File: config.mk
export PLATFORM = sky130hd
export DESIGN_NAME = sdm_multiple_gen
export DESIGN_NICKNAME = d
export VERILOG_FILES = /design/src/rtl/sdm_pkg.sv /design/src/rtl/sdm_precompute.sv /design/src/rtl/sdm_magnitude_unit.sv /design/src/rtl/sdm_multiple_gen.sv
export SDC_FILE = /design/constraint.sdc
export NUM_CORES = 1
export LEC_CHECK = 0
export CORE_AREA = 2 2 184 186
export DETAILED_ROUTE_END_ITERATION = 12
export DIE_AREA = 0 0 186 188
export GPL_TIMING_DRIVEN = 0
export PLACE_DENSITY_LB_ADDON = 0.2
export SLEW_MARGIN = 25
export SYNTH_ARGS = -nofsm -noshare
export SYNTH_HDL_FRONTEND = slang
export SYNTH_SLANG_ARGS = --single-unit
File: constraint.sdc
create_clock -name clk -period 19.2 [get_ports clk]
set_input_delay 3.84 -clock clk [delete_from_list [all_inputs] [get_ports clk]]
set_output_delay 3.84 -clock clk [all_outputs]
set_load 0.005 [all_outputs]
File: src/rtl/sdm_pkg.sv
package sdm_pkg;

   localparam int DIGIT_W   = 5;
   localparam int MAX_MAG   = 9;
   localparam int MAG_EXTRA = 4;

   // operand picked by the four-way selector
   typedef enum logic [1:0] {
      OPD_ZERO  = 2'd0,
      OPD_ONE   = 2'd1,
      OPD_TWO   = 2'd2,
      OPD_THREE = 2'd3
   } opd_sel_e;

   // how the magnitude is formed
   typedef enum logic [1:0] {
      PATH_DIRECT = 2'd0,   // operand itself, adder bypassed
      PATH_SIX    = 2'd1,   // stored 6D, adder bypassed
      PATH_ADD    = 2'd2,   // 6D + operand
      PATH_SUB    = 2'd3    // 6D - operand
   } path_e;

   typedef struct packed {
      logic     neg;
      path_e    path;
      opd_sel_e opd;
   } route_t;

   function automatic route_t decode_digit(input logic [DIGIT_W-1:0] code);
      route_t             r;
      logic [DIGIT_W-1:0] abs_v;
      abs_v  = code[DIGIT_W-1] ? (~code + 5'd1) : code;
      r.neg  = code[DIGIT_W-1];
      r.path = PATH_DIRECT;
      r.opd  = OPD_ZERO;
      case (abs_v)
         5'd1: begin r.path = PATH_DIRECT; r.opd = OPD_ONE;   end
         5'd2: begin r.path = PATH_DIRECT; r.opd = OPD_TWO;   end
         5'd3: begin r.path = PATH_DIRECT; r.opd = OPD_THREE; end
         5'd4: begin r.path = PATH_SUB;    r.opd = OPD_TWO;   end
         5'd5: begin r.path = PATH_SUB;    r.opd = OPD_ONE;   end
         5'd6: begin r.path = PATH_SIX;    r.opd = OPD_ZERO;  end
         5'd7: begin r.path = PATH_ADD;    r.opd = OPD_ONE;   end
         5'd8: begin r.path = PATH_ADD;    r.opd = OPD_TWO;   end
         5'd9: begin r.path = PATH_ADD;    r.opd = OPD_THREE; end
         default: begin r.path = PATH_DIRECT; r.opd = OPD_ZERO; end
      endcase
      return r;
   endfunction

endpackage

File: src/rtl/sdm_precompute.sv
module sdm_precompute #(
   parameter int DIV_W = 53,
   parameter int MAG_W = DIV_W + sdm_pkg::MAG_EXTRA
) (
   input  logic             clk,
   input  logic             rst_n,
   input  logic             load_i,
   input  logic [DIV_W-1:0] div_i,
   output logic [MAG_W-1:0] d1_o,
   output logic [MAG_W-1:0] d2_o,
   output logic [MAG_W-1:0] d3_o,
   output logic [MAG_W-1:0] d6_o
);

   localparam int PAD_W = MAG_W - DIV_W;

   if (PAD_W < sdm_pkg::MAG_EXTRA) begin : g_bad_pad
      $error("sdm_precompute: MAG_W too narrow for 9D");
   end

   logic [MAG_W-1:0] one_w, two_w, three_w, six_w;

   always_comb begin
      one_w   = {{PAD_W{1'b0}}, div_i};
      two_w   = {one_w[MAG_W-2:0], 1'b0};
      three_w = one_w + two_w;
      six_w   = {three_w[MAG_W-2:0], 1'b0};
   end

   always_ff @(posedge clk) begin
      if (!rst_n) begin
         d1_o <= '0;
         d2_o <= '0;
         d3_o <= '0;
         d6_o <= '0;
      end else if (load_i) begin
         d1_o <= one_w;
         d2_o <= two_w;
         d3_o <= three_w;
         d6_o <= six_w;
      end
   end

   // stored multiples only move on a load
   p_quiet_store_r7: assert property (@(posedge clk) disable iff (!rst_n)
      !load_i |=> ($stable(d1_o) && $stable(d2_o) && $stable(d3_o) && $stable(d6_o)));

endmodule

File: src/rtl/sdm_magnitude_unit.sv
module sdm_magnitude_unit #(
   parameter int MAG_W = 57
) (
   input  logic             [MAG_W-1:0] d1_i,
   input  logic             [MAG_W-1:0] d2_i,
   input  logic             [MAG_W-1:0] d3_i,
   input  logic             [MAG_W-1:0] d6_i,
   input  sdm_pkg::route_t              route_i,
   output logic             [MAG_W-1:0] mag_o
);

   import sdm_pkg::*;

   logic [MAG_W-1:0] opd_w;
   logic [MAG_W-1:0] opd_cond_w;
   logic [MAG_W-1:0] sum_w;
   logic             sub_w;

   // four-way operand selector
   always_comb begin
      case (route_i.opd)
         OPD_ONE:   opd_w = d1_i;
         OPD_TWO:   opd_w = d2_i;
         OPD_THREE: opd_w = d3_i;
         default:   opd_w = '0;
      endcase
   end

   // single adder/subtractor around 6D
   always_comb begin
      sub_w      = (route_i.path == PATH_SUB);
      opd_cond_w = opd_w ^ {MAG_W{sub_w}};
      sum_w      = d6_i + opd_cond_w + {{(MAG_W-1){1'b0}}, sub_w};
   end

   always_comb begin
      case (route_i.path)
         PATH_DIRECT: mag_o = opd_w;
         PATH_SIX:    mag_o = d6_i;
         default:     mag_o = sum_w;
      endcase
   end

endmodule

File: src/rtl/sdm_multiple_gen.sv
module sdm_multiple_gen #(
   parameter int DIV_W     = 53,
   parameter bit NEG_INVERT = 1'b1
) (
   input  logic                  clk,
   input  logic                  rst_n,
   input  logic                  init_i,
   input  logic [DIV_W-1:0]      divisor_i,
   input  logic                  step_i,
   input  logic [4:0]            digit_i,
   output logic [DIV_W+4:0]      mult_o,
   output logic                  mult_vld_o
);

   import sdm_pkg::*;

   localparam int MAG_W = DIV_W + MAG_EXTRA;
   localparam int OUT_W = MAG_W + 1;

   if (DIV_W < 2) begin : g_bad_div
      $error("sdm_multiple_gen: DIV_W must be at least 2");
   end
   if (DIGIT_W != 5 || MAX_MAG != 9) begin : g_bad_digit
      $error("sdm_multiple_gen: digit set must be 5-bit [-9,9]");
   end

   logic   [MAG_W-1:0] d1_w, d2_w, d3_w, d6_w;
   logic   [MAG_W-1:0] mag_w;
   logic   [OUT_W-1:0] mag_ext_w;
   logic   [OUT_W-1:0] signed_w;
   route_t             route_w;

   sdm_precompute #(.DIV_W(DIV_W), .MAG_W(MAG_W)) u_pre (
      .clk    (clk),
      .rst_n  (rst_n),
      .load_i (init_i),
      .div_i  (divisor_i),
      .d1_o   (d1_w),
      .d2_o   (d2_w),
      .d3_o   (d3_w),
      .d6_o   (d6_w)
   );

   always_comb route_w = decode_digit(digit_i);

   sdm_magnitude_unit #(.MAG_W(MAG_W)) u_mag (
      .d1_i    (d1_w),
      .d2_i    (d2_w),
      .d3_i    (d3_w),
      .d6_i    (d6_w),
      .route_i (route_w),
      .mag_o   (mag_w)
   );

   assign mag_ext_w = {1'b0, mag_w};

   if (NEG_INVERT) begin : g_neg_inv
      // conditional invert with carry-in
      assign signed_w = (mag_ext_w ^ {OUT_W{route_w.neg}}) +
                        {{(OUT_W-1){1'b0}}, route_w.neg};
   end else begin : g_neg_sub
      assign signed_w = route_w.neg ? (OUT_W'(0) - mag_ext_w) : mag_ext_w;
   end

   always_ff @(posedge clk) begin
      if (!rst_n) begin
         mult_o     <= '0;
         mult_vld_o <= 1'b0;
      end else begin
         mult_vld_o <= step_i;
         if (step_i) begin
            mult_o <= signed_w;
         end
      end
   end

   // digit stays inside the legal set
   p_digit_range_r2: assert property (@(posedge clk) disable iff (!rst_n)
      step_i |-> ($signed(digit_i) >= -5'sd9 && $signed(digit_i) <= 5'sd9));

   // only normalized divisors are loaded
   p_norm_div_r7: assert property (@(posedge clk) disable iff (!rst_n)
      init_i |-> divisor_i[DIV_W-1]);

   // valid follows the step strobe
   p_vld_rise_r8: assert property (@(posedge clk) disable iff (!rst_n)
      step_i |=> mult_vld_o);
   p_vld_idle_r8: assert property (@(posedge clk) disable iff (!rst_n)
      !step_i |=> !mult_vld_o);
   p_hold_r8: assert property (@(posedge clk) disable iff (!rst_n)
      !step_i |=> $stable(mult_o));

   // digit zero gives zero
   p_zero_digit_r5: assert property (@(posedge clk) disable iff (!rst_n)
      (step_i && digit_i == 5'd0) |=> (mult_o == '0));

   // nonzero divisor and negative digit give a negative word
   p_neg_sign_r4: assert property (@(posedge clk) disable iff (!rst_n)
      (step_i && digit_i[4] && (d1_w != '0)) |=> mult_o[OUT_W-1]);

   // positive digits never reach the sign bit
   p_no_overflow_r6: assert property (@(posedge clk) disable iff (!rst_n)
      (step_i && !digit_i[4]) |=> !mult_o[OUT_W-1]);

endmodule

# ---- Word-level counts from Yosys, hierarchy flattened
# Memory sizes are Yosys's and may differ from the RTL's.
# Cells that the tools add are included.
dict set report word_totals {
  reg_bits 225
  latch_bits 0
  ram_bits 0
  rom_bits 64
  input_bits 62
  out_inout_bits 59
  wordCells 24
  n_memories 1
}
# memory depth word_bits read_ports rd_clocked_by_memory_dff write_ports line
set mem_list {}
lappend mem_list {{(no name shown)} 16 4 1 0 0 sdm_pkg.sv:36} ;# case (abs_v)
dict set report classes {
  add_sub_neg 5
  multipliers 0
  div 0
  magnitude_cmp 0
  n_eq_ne 5
  shift 0
  n_mux 4
  n_bitwise 3
  reduce_logical 1
}
# op n
set ops {}
lappend ops {{57-bit case mux with 3 select lines} 1}
lappend ops {{57-bit case mux with 2 select lines} 1}
lappend ops {{58-bit by 1-bit adder with 58-bit output} 1}
lappend ops {{57-bit by 58-bit bitwise XOR with 58-bit output} 1}
lappend ops {{57-bit by 1-bit adder with 57-bit output} 1}
lappend ops {{57-bit adder} 1}
lappend ops {{57-bit bitwise XOR} 1}
lappend ops {{53-bit by 54-bit adder with 55-bit output} 1}
lappend ops {{2-bit equality test, second input constant} 3}
lappend ops {{5-bit by 1-bit adder with 5-bit output, second input constant} 1}
lappend ops {{5-bit two-way mux} 1}
lappend ops {{5-bit inverter} 1}
lappend ops {{2-bit by 1-bit equality test with 1-bit output, second input constant} 2}
lappend ops {{4-bit two-way mux} 1}
lappend ops {{2-bit logical NOT} 1}

# ---- Longest topological paths before layout
# Gate-level depths: netlist of the first run.
# An unclocked memory read counts as a cell.
dict set report depth {
  ltp_word 13
  depth_mapped 32
  ltp_nobuf 23
}

# ---- Modules after synthesis
# Synthesis of the first run repeated with hierarchy kept, for this count alone.
dict set report hier_totals {
  hier_cells 2509
  area_unflattened_um2 19628.8
}
# module instances cells_each area_each_um2 seq_area_each_um2
set modules_own_cells {}
lappend modules_own_cells {sdm_precompute 1 914 7860.0 2142.1}
lappend modules_own_cells {sdm_magnitude_unit 1 919 6555.0 0.0}
lappend modules_own_cells {sdm_multiple_gen 1 676 5213.8 1181.1}

# ---- Worst setup path before layout of the first run
# No wires, ideal clock.
dict set report synth_path {
  kind {input to register}
  from {in digit_i[0]}
  to {reg mult_o[43]}
  setup_ns 0.079
  arrival_time_ns 10.656
  t_required_ns 19.121
  setup_slack_ns 8.465
  path_stages 29
  n_path_buf 8
  cell_sequence {buf_2 inv_1 ha_1 a2111o_1 o211a_2 buf_2 nor2_2 buf_2 buf_2 buf_2 buf_1 nand2_1 buf_1 xnor2_1 fa_1 a211oi_1 o211ai_1 a21o_1 a211oi_1 a311oi_1 nor4_1 a22oi_1 or3b_1 or4b_1 buf_2 nor4_2 mux2i_1 nand3_1 o211ai_1}
}
dict set report synth_between {
  elab_chain_len 13
  word_cells_on_any_way 18
  cone_classes {add/sub: 4; eq/ne: 5; mux: 4; bitwise: 3; reduce/logical: 1; memory: 1}
}
# item line
set synth_lines {}
lappend synth_lines {{start, declared} sdm_multiple_gen.sv:10} ;# input logic [4:0] digit_i,
lappend synth_lines {{5-bit inverter} sdm_pkg.sv:32} ;# abs_v = code[DIGIT_W-1] ? (~code + 5'd1) : code;
lappend synth_lines {{5-bit by 1-bit adder with 5-bit output} sdm_pkg.sv:32}
lappend synth_lines {{5-bit two-way mux *} sdm_pkg.sv:32}
lappend synth_lines {{memory 16 x 4 bit} n/a}
lappend synth_lines {{4-bit two-way mux *} sdm_pkg.sv:36}
lappend synth_lines {{2-bit equality test or 2-bit by 1-bit equality test with 1-bit output (tied branches)} sdm_magnitude_unit.sv:21} ;# case (route_i.opd)
lappend synth_lines {{57-bit case mux with 3 select lines} sdm_magnitude_unit.sv:21}
lappend synth_lines {{57-bit bitwise XOR} sdm_magnitude_unit.sv:32} ;# opd_cond_w = opd_w ^ {MAG_W{sub_w}};
lappend synth_lines {{57-bit adder} sdm_magnitude_unit.sv:33} ;# sum_w = d6_i + opd_cond_w + {{(MAG_W-1){1'b0}}, sub_w};
lappend synth_lines {{57-bit by 1-bit adder with 57-bit output} sdm_magnitude_unit.sv:33}
lappend synth_lines {{57-bit case mux with 2 select lines *} sdm_magnitude_unit.sv:37} ;# case (route_i.path)
lappend synth_lines {{57-bit by 58-bit bitwise XOR with 58-bit output *} sdm_multiple_gen.sv:59} ;# assign signed_w = (mag_ext_w ^ {OUT_W{route_w.neg}}) +
lappend synth_lines {{58-bit by 1-bit adder with 58-bit output *} sdm_multiple_gen.sv:59}
lappend synth_lines {{end signal, assigned} sdm_multiple_gen.sv:72} ;# mult_o <= signed_w;
lappend synth_lines {{end, declared} sdm_multiple_gen.sv:11} ;# output logic [DIV_W+4:0] mult_o,
# Every way passes the cells marked *; elsewhere a longest branch is shown, timed or not.
# A chain may end at the register's enable or synchronous reset.

# ---- Final worst setup path of the first run
dict set report layout_path {
  from {in digit_i[0]}
  to {reg mult_o[50]}
}
# Same word-level chain as after synthesis.

==> run metrics, run 1 <==
status completed; vias in the first global route 18200; Worst Path Max Fanout 10; Switching Share 44.6%; Tcrit/Tclk final 75.7%; register area 3320 µm²; DRC errors left 0; Worst path depth 31; DR vias 19200; layout cells sized above 1 4.57%; first-pass GRT wire length 104000 µm; Synth area leaders dfxtp_1 (19%), ha_1 (8.8%), xnor2_1 (8.5%), mux2i_1 (7.5%), nor2_1 (5.3%); crit path kind in -> reg; Switch Pwr 665 µW; cts repair resizes 0; most frequent CP cell buf_2; Hold Buf Count CTS 0; Die ar. 35000 µm²; slew of the pin with the lowest slew margin 1.09 ns; Hold WC Path Type reg -> reg; clk sinks 166; WL per Instance 23.4 µm; Post-synth ARST share 0%; EDFF count, synth 0; R2R setup slack 12.79 ns; Synth area leader dfxtp_1; Setup crit start kind input pin; worst path required time 19.50 ns; Routed WL 68700 µm; Ports 121; syn nets 2531; GRT met2 Usage 58.5%; Setup TNS 0 ns; cells after synthesis 2342; RSZ-0062 raised after global routing false; Fmax achieved 68.8 MHz; port bufs 118; leakage 8.13 nW; Fillers 3027; pin count of the biggest net entering global routing 19; first drt pass iteration count 8; Initial Utilization 53.9%; Post-DP HPWL 55600 µm; setup bufs post-CTS 0; Multi-input gate area 13800 µm²; Max Cap Viol 0; ANT cells 0; fin nets 2668; Root Driver clkbuf_16; Avg Vias per Cell 6.53; total track usage 38.9%; CP Capture Type register; Core Box Area 33100 µm²; Die W 186 µm; die height 188 µm; post-synthesis area per instance 7.62 µm²; fin. max-slew vios 0; Total Power 1.49 mW; Cell variety after synth 107; critical path's top delay family buffers and inverters; Skew-Pair Late Insertion Delay 0.46 ns; Worst EP arrival 14.84 ns; Synth top area share 18.6%; Detailed Route Iter0 Violations 2058; worst relative slew slack 27.0%; CTS tree built; Pint 826 µW; Tmin final 14.54 ns; Netlist Area Pre-Place 17800 µm²; clk slew on worst S/H paths 0.09 ns; P&R area growth vs syn 13.0%; Fin. Hold Viols 0; initial antenna violation count 2; Rows 67; Setup-failing EPs final 0; WHS Path Cells 2; register area share after synthesis 18.6%; Yosys reg bits 166; Reg2Reg Depth 17; Peak VDD IR 0.0651 mV; sequential share of power 28.2%; Bufs on Longest Clock Path 2; met3 GRT Util 7.79%; CP max-delay cell buf_1; placer's final routability congestion estimate 1.01; WP buf/inv 11; Power Dens Cells 73.9 nW/µm²; clock share of power 24.8%; GR peak layer met2; GRT met1 Usage 55.0%; yosys warns 0; slowest cell delay on critical path 0.81 ns; clock skew 0.0224 ns; Top FF cell, synth dfxtp_1; Clock H-tree levels 4; Comb power frac 46.9%; CTS Buf Count 17; total gr overflow 0; antenna viol nets, final 0
## through the flow
step	worst slack [ns]	hold slack, ns	cells	util, %	instance area (µm²)
after floorplan	8.47	0.449	2342	-	17800
after global placement	4.53	0.442	2908	59.1	19600
after detailed placement	4.57	0.445	2908	59.2	19600
after CTS	5.01	0.465	2940	60.9	20200
after global routing	4.50	0.494	2940	60.9	20200
final	4.66	0.461	2940	60.9	20200
## final timing paths
path,start,end
min,mult_o[56],mult_o[56]
min reg2reg,mult_o[56],mult_o[56]
max,digit_i[0],mult_o[50]
max reg2reg,u_pre.d6_o[13],mult_o[50]
## cell usage after synthesis, types with 8 or more instances
library cell / count
a211oi_1: 36
a21boi_0: 8
a21o_1: 71
a21oi_1: 156
a221o_1: 9
a221oi_1: 11
a222oi_1: 21
a22oi_1: 8
a311oi_1: 8
a31oi_1: 20
a41oi_1: 17
and2_1: 20
and3_1: 36
and4_1: 12
buf_1: 25
buf_2: 25
clkbuf_1: 80
dfxtp_1: 166
ha_1: 125
inv_1: 34
mux2i_1: 133
nand2_1: 172
nand2b_1: 24
nand3_1: 93
nand3b_1: 13
nand4_1: 41
nor2_1: 253
nor2b_1: 21
nor3_1: 48
nor4_1: 17
o211ai_1: 26
o21a_1: 25
o21ai_0: 153
o21bai_1: 13
o31ai_1: 15
or2_2: 9
or3_1: 20
xnor2_1: 173
xor2_1: 40
## power groups by stage
stage	Sequential (mW)	Clock [mW]	Combinational (mW)
final	0.421	0.370	0.700
after CTS	0.417	0.364	0.681
after global placement	0.424	0	0.664
after detailed placement	0.425	0	0.677
after global routing	0.423	0.378	0.758
after floorplan	0.410	0	0.471
## worst min-delay path: stages (launching register included)
cell and delay (ns):
dfxtp_1 0.33, nand2_1 0.04, o21ai_0 0.06
## placed cells by master (no fill, tap or decap), drive strengths merged, types with 9 or more instances in the layout
master / netlist / layout
a41oi: 17 / 17
xor2: 40 / 40
a21oi: 156 / 156
clkbuf: 80 / 97
nand2b: 25 / 25
a21o: 71 / 71
nor3: 50 / 50
nor2b: 21 / 21
nand3b: 13 / 13
dfxtp: 166 / 166
a22oi: 9 / 9
ha: 125 / 125
and4: 12 / 12
nor4: 22 / 22
o21ai: 158 / 158
mux2i: 134 / 134
o21bai: 13 / 13
inv: 36 / 45
or3: 20 / 20
a211oi: 37 / 37
buf: 57 / 57
o31ai: 16 / 16
a221oi: 13 / 13
clkdlybuf4s50: 0 / 118
and3: 36 / 36
a221o: 9 / 9
nand2: 172 / 172
xnor2: 174 / 174
nand4: 41 / 41
nor2: 254 / 254
nand3: 94 / 94
o211ai: 26 / 26
a31oi: 21 / 21
or2: 11 / 11
o21a: 25 / 25
a222oi: 21 / 21
and2: 20 / 20
## cell type report
cell class,instances,share of cell area [%]
Clock inverter,15,0.763
Inverter,36,0.670
Tap cell,448,2.78
Buffer,137,2.92
Multi-Input combinational cell,2003,68.4
Timing Repair Buffer,118,5.86
Sequential cell,166,16.5
Clock buffer,17,2.11
## logic make-up after synthesis
| kind of cell | after synthesis | share of synthesized area [%] |
|---|---|---|
| and+or+nand+nor | 823 | 23.1 |
| adders and majority gates | 127 | 8.99 |
| DFF | 166 | 18.6 |
| muxes | 138 | 7.84 |
| xor gates and xnor gates | 215 | 10.7 |
| buffers and inverters | 173 | 4.05 |
| AOI/OAI and AO/OA | 700 | 26.8 |
## routing by layer
layer	part of all wire [%]	wire, µm
met3	11	7310
met5	0.048	33
met1	44	30000
met2	42	29000
met4	3.5	2400
## registers in the layout, indices dropped and copies added, names as in the netlist
register,cells
mult_vld_o,1
u_pre.d2_o,53
mult_o,58
u_pre.d6_o,54
No activity file was read; power rests on OpenSTA's default activity.
==> run 2, diff against run 1 <==
==> constraint.sdc (replaced) <==
create_clock -name clk -period 11.7 [get_ports clk]
set_input_delay 2.34 -clock clk [delete_from_list [all_inputs] [get_ports clk]]
set_output_delay 2.34 -clock clk [all_outputs]
set_load 0.005 [all_outputs]
==> run metrics, run 2 (same netlist as run 1, synthesis figures left out) <==
max reg flops 58; first-pass GRT wire length 104000 µm; CP Capture Type register; total track usage 38.9%; Root Driver clkbuf_16; clock share of power 24.8%; Hold WC Path Type reg -> reg; Largest regs mult_o: 58 flops, u_pre.d6_o: 54 flops, u_pre.d2_o: 53 flops; crit path kind in -> reg; status completed; fin nets 2669; Bufs on Longest Clock Path 2; layout cells sized above 1 5.13%; Core Box Area 33100 µm²; Total Power 2.46 mW; Hold Buf Count CTS 0; WL per Instance 23.4 µm; clock skew 0.0258 ns; most common cell after layout, fill and taps aside nor2_1; Fin. Hold Viols 0; Die W 186 µm; CP max-delay cell clkdlybuf4s50_1; die height 188 µm; slack of the critical path 0.193 ns; Switching Share 44.7%; CTS tree built; most frequent CP cell buf_2; worst relative slew slack 27.4%; RSZ-0062 raised after global routing false; pin count of the biggest net entering global routing 19; Fmax achieved 86.9 MHz; Worst EP arrival 11.81 ns; Fillers 3024; Setup crit start kind input pin; Die ar. 35000 µm²; Setup-failing EPs final 0; total gr overflow 0; Max Cap Viol 0; Power Dens Cells 121 nW/µm²; DRC errors left 0; first drt pass iteration count 9; Skew-Pair Late Insertion Delay 0.47 ns; Routed WL 68900 µm; ANT cells 0; R2R setup slack 5.42 ns; Comb power frac 47.0%; vias in the first global route 18100; Post-DP HPWL 55600 µm; Avg Vias per Cell 6.56; Tmin final 11.51 ns; Initial Utilization 53.9%; Clock H-tree levels 4; Tcrit/Tclk final 98.3%; antenna viol nets, final 0; placer's final routability congestion estimate 1.01; port bufs 118; Peak VDD IR 0.107 mV; Detailed Route Iter0 Violations 2065; Switch Pwr 1.10 mW; DR vias 19300; final core utilization 61.1%; P&R area growth vs syn 13.4%; WHS 0.461 ns; initial antenna violation count 2; fin. max-slew vios 0; worst path required time 12.00 ns; CTS Buf Count 17; Worst Path Max Fanout 11; leakage 8.20 nW; Setup TNS 0 ns; clk sinks 166; Top reg by flops mult_o; Rows 67; slew of the pin with the lowest slew margin 1.08 ns; Ports 121; most frequent cells in the layout nor2_1 (253), xnor2_1 (173), nand2_1 (171); clk slew on worst S/H paths 0.09 ns; slowest cell delay on critical path 0.56 ns; Pint 1.36 mW; sequential share of power 28.1%; Place WS -1.43 ns
[run 2: changes by cell type in the layout (fill, tap and decap cells not counted), sizes merged]
| cell | before | now |
|---|---|---|
| buf | 57 | 55 |
| clkbuf | 97 | 99 |
| clkdlybuf4s18 | 0 | 1 |
[run 2: per-stage QoR]
step / std cells / area, µm²
3_3_place_gp: 2908 / 19600
4_1_cts: 2940 / 20200
6_report: 2941 / 20200
3_5_place_dp: 2908 / 19600
2_1_floorplan: 2342 / 17800
5_1_grt: 2941 / 20200
[run 2: cell type report]
cell class	instances	area [µm²]	share of cell area [%]
Multi-Input combinational cell	2003	13900	68.5
Sequential cell	166	3320	16.4
Timing Repair Buffer	119	1190	5.87
Buffer	137	599	2.96
Tap cell	448	561	2.77
Clock buffer	17	425	2.10
Clock inverter	15	154	0.760
Inverter	36	135	0.668
[run 2: power by group through the flow]
stage | Sequential (mW) | Clock, mW | Combinational (mW)
global route | 0.694 | 0.621 | 1.25
floorplan | 0.672 | 0 | 0.773
global placement | 0.695 | 0 | 1.09
detailed placement | 0.697 | 0 | 1.11
finish | 0.691 | 0.609 | 1.16
CTS | 0.685 | 0.598 | 1.12
[run 2: final timing paths]
check | start | to | cells past startpoint
hold / removal | mult_o[56] | mult_o[56] | 2
setup / recovery | digit_i[0] | mult_o[50] | 31
hold reg to reg | mult_o[56] | mult_o[56] | 2
setup reg to reg | u_pre.d6_o[23] | mult_o[50] | 20
[run 2: worst max-delay path, delay by kind of cell]
kind            cells  cell delay [ns]
compound gates      8             2.52
fa+ha+maj           2             0.70
simple gates        8             2.25
buf+inv            11             3.66
xor+xnor            2             0.29
[run 2: layer usage]
| layer | vias up | track usage (%) | share of wire (%) |
|---|---|---|---|
| li1 | 9034 | - | - |
| met1 | 9094 | 55.1 | 44 |
| met2 | 1025 | 58.7 | 42 |
| met3 | 136 | 7.69 | 10 |
| met4 | 4 | 13.1 | 3.6 |
| met5 | - | 0 | 0.048 |
[run 2: timing repair]
action                                  4_1_cts  5_1_grt
setup buffers                                 0        1
gates resized for setup                       7       17
pin swaps                                     0        1
endpoints found under the setup margin       36       29
